### config.mk
export PLATFORM = sky130hd
export DESIGN_NAME = cart_bank_xlate
export DESIGN_NICKNAME = d
export VERILOG_FILES = /design/src/rtl/cbx_pkg.sv /design/src/rtl/cbx_regs.sv /design/src/rtl/cbx_cpu_map.sv /design/src/rtl/cbx_ppu_map.sv /design/src/rtl/cart_bank_xlate.sv
export SDC_FILE = /design/constraint.sdc
export NUM_CORES = 1
export LEC_CHECK = 0
export ABC_AREA = 1
export BUFFER_PORTS_ARGS = -buffer_cell sky130_fd_sc_hd__buf_4
export CAP_MARGIN = 20
export CORE_MARGIN = 2
export CORE_UTILIZATION = 55
export DETAILED_ROUTE_END_ITERATION = 10
export PLACE_DENSITY = 0.8
export SYNTH_ARGS = -nofsm -noshare
export SYNTH_HDL_FRONTEND = slang
export SYNTH_SLANG_ARGS = --single-unit
### constraint.sdc
create_clock -name clk -period 2.2 [get_ports clk]
set_input_delay 0.44 -clock clk [delete_from_list [all_inputs] [get_ports clk]]
set_output_delay 0.44 -clock clk [all_outputs]
set_load 0.1 [all_outputs]
### src/rtl/cbx_pkg.sv
package cbx_pkg;
    // First bank number of the reserved range that redirects a slot to RAM
    localparam logic [7:0] RSV_BANK_BASE = 8'hE0;
    // Register window indices (cpu_addr[14:11])
    localparam logic [3:0] WIN_NT_FIRST  = 4'd8;
    localparam logic [3:0] WIN_PRG0      = 4'd12;
    localparam logic [3:0] WIN_PRG1_GATE = 4'd13;
    localparam logic [3:0] WIN_PRG2      = 4'd14;

    function automatic logic is_rsv_bank(input logic [7:0] b);
        return b >= RSV_BANK_BASE;
    endfunction
endpackage

### src/rtl/cbx_regs.sv
module cbx_regs #(
    parameter int PRG_BANK_W = 5,
    parameter int CHR_BANK_W = 8
) (
    input  logic                       clk,
    input  logic                       rst_n,
    input  logic [15:11]               wr_win,
    input  logic [7:0]                 wr_data,
    input  logic                       wr_stb,
    output logic [7:0][7:0]            pat_bank,
    output logic [3:0][7:0]            nt_bank,
    output logic [2:0][PRG_BANK_W-1:0] prg_bank,
    output logic [1:0]                 ram_en
);
    import cbx_pkg::*;

    localparam logic [7:0]            CHR_MASK = 8'((1 << CHR_BANK_W) - 1);
    localparam logic [PRG_BANK_W-1:0] PRG_ONES = '1;

    typedef struct packed {
        logic [7:0][7:0]            pat;
        logic [3:0][7:0]            nt;
        logic [2:0][PRG_BANK_W-1:0] prg;
        logic [1:0]                 ram_en;
    } bank_regs_t;

    bank_regs_t regs_d, regs_q;
    logic [3:0] win;
    logic [PRG_BANK_W-1:0] prg_val;

    assign win     = wr_win[14:11];
    assign prg_val = PRG_BANK_W'(wr_data[5:0]) & PRG_ONES;

    always_comb begin
        regs_d = regs_q;
        if (wr_stb && wr_win[15]) begin
            if (win < WIN_NT_FIRST) begin
                regs_d.pat[win[2:0]] = wr_data & CHR_MASK;
            end else if (win < WIN_PRG0) begin
                regs_d.nt[win[1:0]] = wr_data;
            end else begin
                case (win)
                    WIN_PRG0: regs_d.prg[0] = prg_val;
                    WIN_PRG1_GATE: begin
                        regs_d.prg[1]    = prg_val;
                        regs_d.ram_en[0] = ~wr_data[6];
                        regs_d.ram_en[1] = ~wr_data[7];
                    end
                    WIN_PRG2: regs_d.prg[2] = prg_val;
                    default: ;
                endcase
            end
        end
    end

    always_ff @(posedge clk) begin
        if (!rst_n) begin
            regs_q.pat    <= '0;
            regs_q.nt     <= {4{8'hFF}};
            regs_q.prg    <= '0;
            regs_q.ram_en <= 2'b11;
        end else begin
            regs_q <= regs_d;
        end
    end

    assign pat_bank = regs_q.pat;
    assign nt_bank  = regs_q.nt;
    assign prg_bank = regs_q.prg;
    assign ram_en   = regs_q.ram_en;
endmodule

### src/rtl/cbx_cpu_map.sv
module cbx_cpu_map #(
    parameter int PRG_BANK_W = 5
) (
    input  logic [14:0]                  cpu_addr,
    input  logic [2:0][PRG_BANK_W-1:0]   prg_bank,
    output logic [PRG_BANK_W+12:0]       rom_addr
);
    logic [PRG_BANK_W-1:0] bank;

    always_comb begin
        case (cpu_addr[14:13])
            2'd0:    bank = prg_bank[0];
            2'd1:    bank = prg_bank[1];
            2'd2:    bank = prg_bank[2];
            default: bank = '1;
        endcase
    end

    assign rom_addr = {bank, cpu_addr[12:0]};
endmodule

### src/rtl/cbx_ppu_map.sv
module cbx_ppu_map #(
    parameter int CHR_BANK_W = 8
) (
    input  logic [13:0]              ppu_addr,
    input  logic                     ppu_wr,
    input  logic [7:0][7:0]          pat_bank,
    input  logic [3:0][7:0]          nt_bank,
    input  logic [1:0]               ram_en,
    output logic                     tgt_pat_rom,
    output logic                     tgt_pat_ram,
    output logic                     tgt_con_ram,
    output logic [CHR_BANK_W+9:0]    pat_rom_addr,
    output logic [12:0]              pat_ram_addr,
    output logic [10:0]              con_ram_addr,
    output logic                     ppu_wr_en
);
    import cbx_pkg::*;

    logic       is_nt;
    logic [7:0] bank;
    logic       rsv;

    assign is_nt = ppu_addr[13];
    assign bank  = is_nt ? nt_bank[ppu_addr[11:10]] : pat_bank[ppu_addr[12:10]];
    assign rsv   = is_rsv_bank(bank);

    assign tgt_pat_ram = !is_nt && rsv && ram_en[ppu_addr[12]];
    assign tgt_con_ram = is_nt && rsv;
    assign tgt_pat_rom = !(tgt_pat_ram || tgt_con_ram);

    assign pat_rom_addr = {bank[CHR_BANK_W-1:0], ppu_addr[9:0]};
    assign pat_ram_addr = {bank[2:0], ppu_addr[9:0]};
    assign con_ram_addr = {bank[0], ppu_addr[9:0]};
    assign ppu_wr_en    = ppu_wr && !tgt_pat_rom;
endmodule

### src/rtl/cart_bank_xlate.sv
module cart_bank_xlate #(
    parameter int PRG_KB_LOG2 = 8,
    parameter int CHR_KB_LOG2 = 8,
    localparam int PRG_AW = PRG_KB_LOG2 + 10,
    localparam int CHR_AW = CHR_KB_LOG2 + 10
) (
    input  logic              clk,
    input  logic              rst_n,
    input  logic [15:0]       cpu_addr,
    input  logic [7:0]        cpu_data,
    input  logic              cpu_wr,
    output logic [PRG_AW-1:0] prg_rom_addr,
    input  logic [13:0]       ppu_addr,
    input  logic              ppu_wr,
    output logic              tgt_pat_rom,
    output logic              tgt_pat_ram,
    output logic              tgt_con_ram,
    output logic [CHR_AW-1:0] pat_rom_addr,
    output logic [12:0]       pat_ram_addr,
    output logic [10:0]       con_ram_addr,
    output logic              ppu_wr_en
);
    localparam int PRG_BANK_W = PRG_KB_LOG2 - 3;
    localparam int CHR_BANK_W = CHR_KB_LOG2;

    logic [7:0][7:0]            pat_bank;
    logic [3:0][7:0]            nt_bank;
    logic [2:0][PRG_BANK_W-1:0] prg_bank;
    logic [1:0]                 ram_en;

    cbx_regs #(.PRG_BANK_W(PRG_BANK_W), .CHR_BANK_W(CHR_BANK_W)) u_regs (
        .clk(clk), .rst_n(rst_n),
        .wr_win(cpu_addr[15:11]), .wr_data(cpu_data), .wr_stb(cpu_wr),
        .pat_bank(pat_bank), .nt_bank(nt_bank), .prg_bank(prg_bank), .ram_en(ram_en)
    );

    cbx_cpu_map #(.PRG_BANK_W(PRG_BANK_W)) u_cpu (
        .cpu_addr(cpu_addr[14:0]), .prg_bank(prg_bank), .rom_addr(prg_rom_addr)
    );

    cbx_ppu_map #(.CHR_BANK_W(CHR_BANK_W)) u_ppu (
        .ppu_addr(ppu_addr), .ppu_wr(ppu_wr),
        .pat_bank(pat_bank), .nt_bank(nt_bank), .ram_en(ram_en),
        .tgt_pat_rom(tgt_pat_rom), .tgt_pat_ram(tgt_pat_ram), .tgt_con_ram(tgt_con_ram),
        .pat_rom_addr(pat_rom_addr), .pat_ram_addr(pat_ram_addr),
        .con_ram_addr(con_ram_addr), .ppu_wr_en(ppu_wr_en)
    );
endmodule

# Yosys cells after proc, flatten, opt, wreduce, memory -nomap -nowiden
# Cells that the tools add are included.
# op_classes
order_cmp	10
n_eq_ne	5
mux	14
bitwise_logic	4
n_reduce_logical	16
# ops
cell	n
64-bit bitwise mux	1
8-bit two-way mux	5
32-bit bitwise mux	1
8-bit binary-select mux with 3-bit select	1
8-bit demux with 3-bit select	1
8-bit binary-select mux with 2-bit select	1
8-bit demux with 2-bit select	1
5-bit one-hot mux with 3 select lines	1
4-bit equality test, second input constant	3
4-bit AND reduction	3
8-bit >= comparator, second input constant	1
3-bit by 4-bit < comparator with 1-bit output, second input constant	2
4-bit < comparator, second input constant	2
1-bit logical AND	7
2-bit by 3-bit < comparator with 1-bit output, second input constant	2
1-bit inverter	4
3-bit by 1-bit >= comparator with 1-bit output, second input constant	1
3-bit AND reduction	1
2-bit by 1-bit equality test with 1-bit output, second input constant	1
2-bit equality test, second input constant	1
2-bit by 1-bit >= comparator with 1-bit output, second input constant	1
1-bit logical NOT	2
2-bit logical NOT	1
1-bit by 2-bit < comparator with 1-bit output, second input constant	1
3 further kinds	4
# word_totals
reg_bits	113
inputBits	42
out_inout_bits	64
word_cells	65

# Depth between registers and ports, before layout
# logic_depth
depth_word	8
mapped_depth	12
mapped_depth_nobuf	11

# Hierarchy
# From an unflattened synthesis, not the netlist that was laid out.
# unflattened
cells_unflattened	905
area_unflattened_um2	5970.7
# modules_own_cells
module	n_inst	cells_each	area_each_um2	seq_area_each_um2
cbx_regs	1	623	4508.1	2262.2
cbx_ppu_map	1	246	1249.9	0.0
cbx_cpu_map	1	36	212.7	0.0

# Worst setup path after synthesis
# No wires, ideal clock.
# synth_path
kind	input to output
from	input ppu_addr[10]
to	output pat_ram_addr[10]
arrival_time_ns	3.343
t_required_ns	1.760
slack_ns	-1.583
path_stages	11
path_buffers	4
cell_sequence	buf_6 inv_6 buf_6 buf_4 nor2_1 o22ai_1 nand2_1 nand2_1 nor2_1 a31oi_1 buf_4
# synth_between
elab_chain_cells	3
elab_cells_between_ends	5
cone_classes	mux: 5
# synth_lines
item	line_no	rtl
start, declared	cart_bank_xlate.sv:13	input logic [13:0] ppu_addr,
8-bit binary-select mux with 3-bit select or 8-bit binary-select mux with 2-bit select (tied branches)	cbx_ppu_map.sv:24	assign bank = is_nt ? nt_bank[ppu_addr[11:10]] : pat_bank[ppu_addr[12:10]];
8-bit two-way mux (not written as such)	cbx_ppu_map.sv:24	
8-bit two-way mux (*)	cbx_ppu_map.sv:24	
end, declared	cart_bank_xlate.sv:19	output logic [12:0] pat_ram_addr,
# Every way passes the cells marked *; elsewhere a longest branch is shown, timed or not. The select of a mux whose other input is x is not followed.

# Final worst setup path
# layout_path
from	register u_regs.regs_q[22] (netlist: u_regs.nt_bank[5])
to	output tgt_pat_rom
# layout_between
elab_chain_cells	8
elab_cells_between_ends	9
cone_classes	order compare: 1; mux: 3; reduce/logical: 5
# layout_lines
item	line_no	rtl
start, declared	cbx_regs.sv:27	bank_regs_t regs_d, regs_q;
start signal, assigned	cbx_regs.sv:63	regs_q <= regs_d;
8-bit binary-select mux with 2-bit select (*)	cbx_ppu_map.sv:24	
8-bit two-way mux (not written as such) (*)	cbx_ppu_map.sv:24	
8-bit two-way mux (*)	cbx_ppu_map.sv:24	
8-bit >= comparator (*)	cbx_pkg.sv:11	return b >= RSV_BANK_BASE;
1-bit logical AND (2 in a row)	cbx_ppu_map.sv:27	assign tgt_pat_ram = !is_nt && rsv && ram_en[ppu_addr[12]];
1-bit logical OR (*)	cbx_ppu_map.sv:29	assign tgt_pat_rom = !(tgt_pat_ram || tgt_con_ram);
1-bit logical NOT (*)	cbx_ppu_map.sv:29	
end, declared	cart_bank_xlate.sv:15	output logic tgt_pat_rom,
# Marked as above.

==> key figures <==
Timing
  • Slew Limit Headroom: 71.6%
  • Time the worst path needs with I/O delays and setup: 2400 ps
  • Final Slew Violations: 0
  • Final clock skew: 0 ps
  • RSZ-0062 raised after global routing: yes
  • Hold violation total from the final report: 0
  • Final setup viols: 10
  • Worst setup margin: -198 ps
  • Worst-margin pin slew: 426 ps
  • Final worst path period share: 109%
  • Max Clock Freq: 417 MHz

Die
  • Initial Util: 56.3%
  • Die height: 104 um
  • IO Pins: 106
  • Core area: 0.00968 mm2
  • Die area: 0.0107 mm2
  • DIE WIDTH: 104 um
  • Row count: 36

Yosys
  • Post-synthesis sequential area ratio: 41.5%
  • Ys async rst share: 0%
  • Post-synth EDFFs: 0
  • Cell Area, Synth: 0.00545 mm2
  • Register bit total from synthesis: 113
  • Mapped Nets: 824
  • Yosys cell types: 26
  • Synth Area per Inst: 6.97 um2
  • Post-synth top area share: 41.5%
  • Yosys warns: 0
  • Synth Flop Type: dfxtp_1
  • Mapped Cells: 782
  • Synth top area cells: dfxtp_1 (41%), nor2_1 (12%), o21ai_0 (11%)
  • Yosys top cell by area: dfxtp_1

Setup path
  • CP top delay family: buffers and inverters
  • Critical-path cell with the highest stage delay: dfxtp_2
  • Worst path max stage delay: 330 ps
  • FF-to-FF Start: u_regs.pat_bank[35]
  • Critical Path Stages: 10
  • CP Capture Type: output port
  • Critical path launch point type: register
  • FF-to-FF path depth: 2
  • Worst path cell trace: nor2_1 -> nor2_1 -> o21ai_1 -> o21ai_1 -> nand2_2 -> buf_6 -> a21oi_4 -> buf_6 -> clkinvlp_4 -> buf_12
  • Setup CP Type: register to output port
  • Worst reg2reg setup slack: 1460 ps
  • Crit path arrival time: 1960 ps
  • Worst setup path start: u_regs.nt_bank[5]
  • Crit-path max FO: 3
  • Worst reg2reg path endpoint: u_regs.pat_bank[35]
  • Worst Path Required: 1760 ps
  • WP buf/inv: 4

Drt
  • DRT Pass-1 Iters: 7
  • Starting DRT DRC Count: 559
  • Routed Antenna Nets: 0
  • WL/cell: 16.7 um
  • Vias/cell: 5.77
  • Routed vias: 5,427
  • Final WL: 15,700 um
  • DRC Markers: 0

Clock network
  • Maximum root-to-sink buffer count: 2
  • H-tree depth: 4
  • CTS tree: done
  • Worst-Skew Late Latency: 530 ps
  • Clk sink count: 113
  • Root Driver: clkbuf_8
  • Inserted Clock Buffers: 17
  • Worst-path clk slew: 60 ps

Finish
  • Number of fill cells: 764
  • Antenna cells: 0
  • Area Growth Syn to Fin: 23.5%
  • Core Util, Final: 69.5%
  • Final instance count without filler cells: 940
  • Nets@finish: 836
  • Commonest non-fill, non-tap cell in the layout: nor2_1
  • Post-route cell area: 0.00673 mm2
  • Share of cells above drive strength 1: 24.0%
  • Most frequent cells in the layout: nor2_1 (169), o21ai_0 (109), nand2_1 (108)

GRT
  • Total GRT Usage: 28.8%
  • Largest net degree at the start of global routing: 53
  • Global route overflow: 0
  • First-pass GRT wire length: 24,700 um
  • Vias in the first global route: 5,195
  • Antenna violations before repair: 0

Outcome
  • Failing checks: negative setup slack
  • Status: finished with violations

Hold path
  • Hold Path Stages: 2
  • Hold Crit Class: primary input to register
  • Hold_sp: cpu_data[6]
  • Hold Path Sink: u_regs.ram_en[0]

Placed design
  • Dpl ws: -213 ps
  • Hpwl dp: 9900 um
  • GPL Wtd Cong: 1.01
  • Placed cell areas: 0.00580 mm2
  • Placed Cells: 902
  • Number of port buffers: 43

Run
  • Maxcap violations: 0

Power and ir drop
  • Leak: 2.93 nW
  • Worst vdd ir: 560 uV
  • PD cells: 847 mW/mm2
cells by family (layout without fill, tap and decap cells):
kind of cell | after synthesis | in the layout | synth area share [%]
buffers and inverters | 132 | 157 | 13.4
AO/OA/AOI/OAI | 172 | 172 | 16.8
flip-flops | 113 | 113 | 41.5
AND/OR/NAND/NOR | 365 | 365 | 28.3
report_power, final:
group	switching, mW	leakage [nW]	internal (mW)
Clock	0.950	0.288	1.82
Sequential	0.0149	0.919	2.08
Combinational	0.572	1.72	0.269
Total	1.54	2.93	4.17
flip-flops by register name, indices dropped and copies added (netlist names):
name,cells
u_regs.nt_bank,32
u_regs.ram_en,2
u_regs.prg_bank,15
u_regs.pat_bank,64
cells in the mapped netlist (6+ instances only):
library cell  number
nor2_1           174
nand2_1          120
o21ai_0          116
dfxtp_1          113
buf_4             51
nand3_1           51
inv_1             26
a21oi_1           22
clkbuf_1          21
inv_2             18
o21ai_1           11
buf_2              9
nor2_4             9
o22ai_1            9
o221ai_1           6
final cells by class:
type | count | area [um2] | area share [%]
clock inverter | 12 | 165 | 2.45
clock buffer | 20 | 425 | 6.32
timing repair buffer | 79 | 825 | 12.2
multi-input combinational | 537 | 2670 | 39.7
inverter | 46 | 199 | 2.95
sequential | 113 | 2280 | 33.9
tap | 133 | 166 | 2.47
per-stage QoR:
stage | TNS [ps] | power (mW) | hold WS, ps
floorplan | -1970 | 3.05 | 424
global route | -1740 | 5.85 | 137
finish | -982 | 5.70 | 134
CTS | -812 | 5.66 | 127
global placement | -1590 | 2.84 | 432
detailed placement | -1880 | 2.85 | 439
how the worst max path moves through the flow:
stage | to | slack [ps]
4_1_cts | tgt_pat_rom | -210
3_3_place_gp | ppu_wr_en | -180
3_5_place_dp | ppu_wr_en | -210
2_1_floorplan | pat_ram_addr[10] | -370
6_report | tgt_pat_rom | -200
5_1_grt | tgt_pat_rom | -300
repair_timing:
item                       CTS  global route
setup buffers                4             2
hold buffers                 0             0
resized for setup           55            37
setup endpoints to repair   16            16
pin swaps                   11            25
metal layers:
layer,vias to the layer above,routed length [um],track usage (%)
li1,2514,-,-
met1,2533,6180,35.2
met2,314,7510,46.9
met3,66,1420,7.17
met4,0,556,15.5
met5,-,0,0
(Power assumes the default switching activity.)
